$ cat src/rtl/spi_fr_pkg.sv
package spi_fr_pkg;
    localparam int DW      = 8;                 // bits per transfer
    localparam int NRATE_W = 2;                 // rate select width
    localparam int PRE_W   = 2 * ((1 << NRATE_W) - 1) + 1; // prescaler bits, covers the slowest rate
    localparam int NEDGE   = 2 * DW;            // half periods per byte
    localparam int EDGE_W  = $clog2(NEDGE);

    typedef logic [NRATE_W-1:0] rate_t;
    typedef logic [DW-1:0]      byte_t;
    typedef logic [EDGE_W-1:0]  edge_t;

    typedef struct packed {
        logic bit_end;   // last cycle of a bit period
        logic half_end;  // last cycle of a half period
    } tick_t;

    // low-order ones mask marking one full bit period of the prescaler
    function automatic logic [PRE_W-1:0] bit_mask(input rate_t r);
        logic [PRE_W:0] w;
        w = ((PRE_W+1)'(1) << (2 * int'(r) + 1)) - (PRE_W+1)'(1);
        return w[PRE_W-1:0];
    endfunction

    function automatic logic [PRE_W-1:0] half_mask(input rate_t r);
        return bit_mask(r) >> 1;
    endfunction
endpackage

$ cat src/rtl/spi_fr_prescaler.sv
module spi_fr_prescaler
    import spi_fr_pkg::*;
(
    input  logic  clk,
    input  logic  rst,
    input  logic  run,
    input  rate_t rate,
    output tick_t tick
);
    logic [PRE_W-1:0] cnt_q;

    always_ff @(posedge clk) begin
        if (rst || !run) cnt_q <= '0;
        else             cnt_q <= cnt_q + 1'b1;
    end

    always_comb begin
        tick.bit_end  = run && (&(cnt_q | ~bit_mask(rate)));
        tick.half_end = run && (&(cnt_q | ~half_mask(rate)));
    end

    // every bit boundary is also a half boundary
    p_bit_is_half_r2: assert property (@(posedge clk) disable iff (rst)
        tick.bit_end |-> tick.half_end);

    // halted prescaler produces no ticks one cycle later
    p_halt_no_tick_r10: assert property (@(posedge clk) disable iff (rst)
        !run |=> (!run || !tick.bit_end));
endmodule

$ cat src/rtl/spi_fr_engine.sv
module spi_fr_engine
    import spi_fr_pkg::*;
(
    input  logic  clk,
    input  logic  rst,
    input  logic  run,
    input  tick_t tick,
    input  logic  cpha,
    input  logic  start,
    input  byte_t load_data,
    input  logic  miso,
    output logic  busy,
    output logic  last,
    output logic  phase,
    output logic  mosi,
    output logic  done,
    output byte_t rx_data
);
    localparam edge_t EDGE_LAST = edge_t'(NEDGE - 1);

    logic  busy_q, phase_q, done_q;
    edge_t edge_q;
    byte_t tx_q, rxs_q, rx_q;

    assign last = busy_q && tick.half_end && (edge_q == EDGE_LAST);

    always_ff @(posedge clk) begin
        if (rst || !run) begin
            busy_q  <= 1'b0;
            phase_q <= 1'b0;
            done_q  <= 1'b0;
            edge_q  <= '0;
            tx_q    <= '0;
            rxs_q   <= '0;
        end else begin
            done_q <= 1'b0;
            if (busy_q && tick.half_end) begin
                if (!edge_q[0]) rxs_q <= {rxs_q[DW-2:0], miso}; // mid-bit sample
                else            tx_q  <= {tx_q[DW-2:0], 1'b0};  // bit boundary shift
                edge_q  <= edge_q + 1'b1;
                phase_q <= ~phase_q;
                if (last) begin
                    busy_q  <= 1'b0;
                    phase_q <= 1'b0;
                    done_q  <= 1'b1;
                end
            end
            if (start) begin
                busy_q  <= 1'b1;
                edge_q  <= '0;
                phase_q <= cpha;
                tx_q    <= load_data;
            end
        end
    end

    always_ff @(posedge clk) begin
        if (rst)                      rx_q <= '0;
        else if (run && last)         rx_q <= rxs_q;
    end

    assign busy    = busy_q;
    assign phase   = phase_q;
    assign mosi    = busy_q ? tx_q[DW-1] : 1'b0;
    assign done    = done_q;
    assign rx_data = rx_q;

    p_done_pulse_r8: assert property (@(posedge clk) disable iff (rst)
        done_q |=> !done_q);

    p_phase_idle_r7: assert property (@(posedge clk) disable iff (rst)
        !busy_q |-> !phase_q);

    p_edge_hold_r2: assert property (@(posedge clk) disable iff (rst)
        run && busy_q && !tick.half_end && !start |=> $stable(edge_q));

    p_mosi_mid_r4: assert property (@(posedge clk) disable iff (rst)
        run && busy_q && tick.half_end && !edge_q[0] && !start |=> $stable(mosi));
endmodule

$ cat src/rtl/spi_fr_master.sv
module spi_fr_master
    import spi_fr_pkg::*;
(
    input  logic       clk,
    input  logic       rst,
    input  logic       en,
    input  logic       master,
    input  logic       cpol,
    input  logic       cpha,
    input  logic [1:0] rate,
    input  logic       wr_en,
    input  logic [7:0] wr_data,
    input  logic       miso,
    output logic       sck,
    output logic       mosi,
    output logic       done,
    output logic [7:0] rx_data
);
    logic  run, busy, last, phase, start, buf_full_q;
    byte_t buf_q;
    tick_t tick;

    assign run   = en && master;
    assign start = tick.bit_end && buf_full_q && (!busy || last);

    spi_fr_prescaler u_pre (
        .clk  (clk),
        .rst  (rst),
        .run  (run),
        .rate (rate_t'(rate)),
        .tick (tick)
    );

    // holding register: later write in the same cycle as a start wins
    always_ff @(posedge clk) begin
        if (rst || !run) begin
            buf_full_q <= 1'b0;
            buf_q      <= '0;
        end else begin
            if (start) buf_full_q <= 1'b0;
            if (wr_en) begin
                buf_full_q <= 1'b1;
                buf_q      <= wr_data;
            end
        end
    end

    spi_fr_engine u_eng (
        .clk       (clk),
        .rst       (rst),
        .run       (run),
        .tick      (tick),
        .cpha      (cpha),
        .start     (start),
        .load_data (buf_q),
        .miso      (miso),
        .busy      (busy),
        .last      (last),
        .phase     (phase),
        .mosi      (mosi),
        .done      (done),
        .rx_data   (rx_data)
    );

    assign sck = cpol ^ phase;

    p_start_boundary_r3: assert property (@(posedge clk) disable iff (rst)
        $rose(busy) |-> $past(tick.bit_end));

    p_write_held_r9: assert property (@(posedge clk) disable iff (rst)
        run && wr_en |=> (!run || buf_full_q));

    p_disabled_r10: assert property (@(posedge clk) disable iff (rst)
        !run |=> (!busy && !buf_full_q) || run);
endmodule

$ cat config.mk
export PLATFORM = sky130hd
export DESIGN_NAME = spi_fr_master
export DESIGN_NICKNAME = d
export VERILOG_FILES = /design/src/rtl/spi_fr_pkg.sv /design/src/rtl/spi_fr_prescaler.sv /design/src/rtl/spi_fr_engine.sv /design/src/rtl/spi_fr_master.sv
export SDC_FILE = /design/constraint.sdc
export NUM_CORES = 1
export LEC_CHECK = 0
export BUFFER_PORTS_ARGS = -buffer_cell sky130_fd_sc_hd__buf_2
export CAP_MARGIN = 5
export CORE_ASPECT_RATIO = 1.1
export CORE_UTILIZATION = 25
export CTS_CLUSTER_DIAMETER = 100
export CTS_CLUSTER_SIZE = 10
export DETAILED_ROUTE_END_ITERATION = 12
export SYNTH_ARGS = -nofsm -noshare
export SYNTH_HDL_FRONTEND = slang
export SYNTH_HIERARCHICAL = 1
export SYNTH_SLANG_ARGS = --single-unit
export TNS_END_PERCENT = 50
$ cat constraint.sdc
create_clock -name clk -period 5.9 [get_ports clk]
set_input_delay 0.59 -clock clk [delete_from_list [all_inputs] [get_ports clk]]
set_output_delay 0.59 -clock clk [all_outputs]
set_load 0.1 [all_outputs]
==> results.md <==
| Metric | Value |
|:---|:---|
| Max H-tree Level | 2 |
| Top layer used by detailed routing | met4 |
| Number of global-route vias before repair | 1390 |
| Count of cells resized by post-cts repair | 0 |
| Post-CTS setup repair buffer count | 0 |
| Worst hold-check path type | reg -> reg |
| Overflow left after global routing | 0 |
| Max-cap violations | 0 |
| Worst rel slew slack | 39.0% |
| Crit Path Max Fanout | 15 |
| Sequential element share of the synthesized area | 47.1% |
| Storage cell area | 941 um2 |
| Place WS | 2.88 ns |
| Slack of the critical path | 3.10 ns |
| Bufs on Longest Clock Path | 2 |
| Ratio of total power to cell area | 251 mW/mm2 |
| Crit. End Element | flip-flop |
| Placer congestion estimate | 0.752 |
| Distinct cell type count of the synthesized netlist | 38 |
| Clk Latency, worst-skew pair | 0.31 ns |
| Average wire per standard cell | 10.8 um |
| TritonCTS clock tree | built |
| Class of the most critical setup path | reg -> reg |
| Maximum number of pins on one net before global-route repair | 24 |
| Compound-cell area share of the yosys netlist | 9.15% |
| Count of antenna diodes in the layout | 0 |
| Half-perimeter wire length of the detailed placement result | 2620 um |
| Critical path data required time | 6.06 ns |
| Total CTS buffers | 5 |
| Via count normalized by instance count | 4.28 |
| Wire length on met2 | 1680 um |
| Number of iterations in the first detailed-routing pass | 4 |
| Area of the multi-input gates | 988 um2 |
| Fin. max-slew vios | 0 |
| Share of post-route cells with drive strength above 1 | 17.9% |
| Largest family of logic cells by synthesized area | simple AND/OR/NAND/NOR gates |
| Net Count, Synth | 226 |
| Top area cells in the synthesized netlist | sky130_fd_sc_hd__dfxtp_1, sky130_fd_sc_hd__mux2i_1, sky130_fd_sc_hd__nand2b_1, sky130_fd_sc_hd__nor2_1, sky130_fd_sc_hd__a211oi_1 |
| Flip-flop and latch count after synthesis | 47 |
| Transition at the pin with the smallest max-transition slack | 0.915 ns |
| Number of enable flip-flop cells after synthesis | 0 |
| Cells along the critical path | nand2_1, a21o_1, a221oi_1, nand2_2, nor2_1, nand2b_1, and3_1, inv_2, o21bai_1, a211oi_1 |
| Lkg Pwr | 0.947 nW |
| Drt total wl | 3660 um |
| Top cell type's share of synthesized area | 47.1% |
| Post-Synth Simple-Gate Area | 21.4% |
| Count of boundary I/O pins | 29 |
| Cell with the largest stage delay on the worst path | sky130_fd_sc_hd__a221oi_1 |
| Final count of negative-setup-slack endpoints | 0 |
| RSZ-0062 raised after global routing | false |
| Multiplexer fraction of the synthesized cell area | 15.5% |
| Post-synthesis instance total | 206 |
| Clock period minus final worst setup slack | 2.80 ns |
| CTS Root Cell | sky130_fd_sc_hd__clkbuf_8 |
| Final Hold Fails | 0 |
| DRC viols | 0 |
| Warnings, synthesis | 6 |
| Total negative setup slack | 0 ns |
| DIE WIDTH | 87.2 um |
| Library cell with the largest summed area after synthesis | sky130_fd_sc_hd__dfxtp_1 |
| Period Utilization, post-route | 47.5% |
| Peak Freq | 0.357 GHz |
| Run status | completed |
| Most used flip-flop cell after synthesis | sky130_fd_sc_hd__dfxtp_1 |
| Layout filler cell count | 838 |
| Leading cell types by count after synthesis | sky130_fd_sc_hd__dfxtp_1, sky130_fd_sc_hd__mux2i_1, sky130_fd_sc_hd__nor2_1 |
| Total design power | 0.587 mW |
| Final Non-Filler Cells | 339 |
| Antenna violations before repair | 0 |
| Synthesized cell area | 0.00200 mm2 |
| Data arrival, critical path | 2.96 ns |
| DR vias | 1450 |
| Initial Utilization | 26.3% |
| Async set-or-reset flop fraction in the synthesized netlist | 0% |
| Maximum vdd drop | 0.0915 mV |
| Area Overhead vs Synth | 17.1% |
| # nets final | 253 |
| Wire length of the first global-routing pass | 6290 um |
| Clock Pin Slew Worst Setup and Hold Paths | 0.10 ns |
| Antenna Nets Post-Route | 0 |
| Count of clock tree sinks | 47 |
| Cts-stage hold buffer count | 0 |
| Height of the chip | 95.7 um |
| Post-synthesis share of cell area spent on full adders, half adders and majority gates | 1.25% |
| Die area | 0.00835 mm2 |
| Average cell area after synthesis | 9.69 um2 |
| Worst stage delay on the critical path | 0.63 ns |
| Final worst clock skew | 0.0135 ns |
| Startpoint kind of the worst setup timing path | flip-flop |
| Port Buffers | 28 |
| Routed met3 length | 104 um |
| Aggregate global-route resource usage | 9.60% |
| Num rows | 33 |
| Dpl cells | 331 |
| Post-synthesis share of cell area spent on xor and xnor gates | 2.19% |
| DRC violation total after the first TritonRoute iteration | 54 |
| M1 WL | 1800 um |
| Core area | 0.00760 mm2 |
| Library cell with the highest instance count after synthesis | sky130_fd_sc_hd__dfxtp_1 |
[cell usage in the layout (no fill, tap or decap), types with 3 or more instances in the layout]
master and n:
sky130_fd_sc_hd__dfxtp_1 47, sky130_fd_sc_hd__mux2i_1 31, sky130_fd_sc_hd__nor2_1 29, sky130_fd_sc_hd__buf_2 28, sky130_fd_sc_hd__nand2b_1 20, sky130_fd_sc_hd__a211oi_1 8
sky130_fd_sc_hd__nand3_1 7, sky130_fd_sc_hd__a21oi_1 7, sky130_fd_sc_hd__nand2_1 7, sky130_fd_sc_hd__clkbuf_8 5, sky130_fd_sc_hd__nor3_1 4, sky130_fd_sc_hd__inv_1 4
sky130_fd_sc_hd__xor2_1 3, sky130_fd_sc_hd__o21ai_0 3, sky130_fd_sc_hd__or3_1 3
[flip-flops by register name, summed over array words and instances, names as in the netlist]
signal and count:
buf_full_q 1, buf_q 8, u_eng/busy 1, u_eng/done 1, u_eng/edge_q 4, u_eng/phase 1, u_eng/rx_data 8, u_eng/rxs_q 8
u_eng/tx_q 8, u_pre/cnt_q 7
[cells by family (layout without fill, tap and decap cells)]
kind of cell               after synthesis  in the layout
xor gates and xnor gates                 5              5
buffers and inverters                   14             42
and+or+nand+nor                         81             81
muxes                                   31             31
DFF                                     47             47
AOI/OAI and AO/OA                       26             26
adders and majority gates                2              2
[metrics by stage]
step	hold WS (ns)	utilization, %	cell area, um2
finish	0.470	30.8	2340
CTS	0.471	30.8	2340
detailed placement	0.458	29.3	2220
global route	0.498	30.8	2340
global placement	0.454	29.3	2220
floorplan	0.440	-	2000
[worst max-delay path, delay by kind of cell, from the launching register on]
kind | cells | cell delay (ns)
flip-flops | 1 | 0.43
AND/OR/NAND/NOR | 5 | 0.98
buffers and inverters | 1 | 0.21
AO/OA/AOI/OAI | 4 | 1.03
[report_power, final]
group          internal [mW]  switching [mW]
logic                 0.0103          0.0138
clock network          0.128           0.116
registers              0.319         0.00122
[layer usage]
layer / GRT usage [%] / up-vias
met4: 4.78 / 0
met5: 0 / -
met3: 2.14 / 5
met1: 11.9 / 667
met2: 15.7 / 18
li1: - / 760
[path summary, 6_finish.rpt]
check	start	cells past startpoint	end	slack (ns)
max	u_pre/cnt_q[0]$_SDFF_PP0_	10	u_eng/tx_q[2]$_SDFFE_PP0P_	3.10
min	u_eng/tx_q[0]$_SDFFE_PP0P_	2	u_eng/tx_q[0]$_SDFFE_PP0P_	0.47
max reg2reg	u_pre/cnt_q[0]$_SDFF_PP0_	10	u_eng/tx_q[2]$_SDFFE_PP0P_	3.10
min reg2reg	u_eng/tx_q[0]$_SDFFE_PP0P_	2	u_eng/tx_q[0]$_SDFFE_PP0P_	0.47
[final cells by class]
| cell class | instances | share of cell area, % |
|---|---|---|
| clock inverter | 3 | 1.98 |
| inverter | 6 | 0.963 |
| sequential | 47 | 40.2 |
| tap | 105 | 5.62 |
| multi-input combinational | 145 | 42.3 |
| timing repair buffer | 28 | 5.99 |
| clock buffer | 5 | 2.94 |
(Power assumes the default switching activity.)
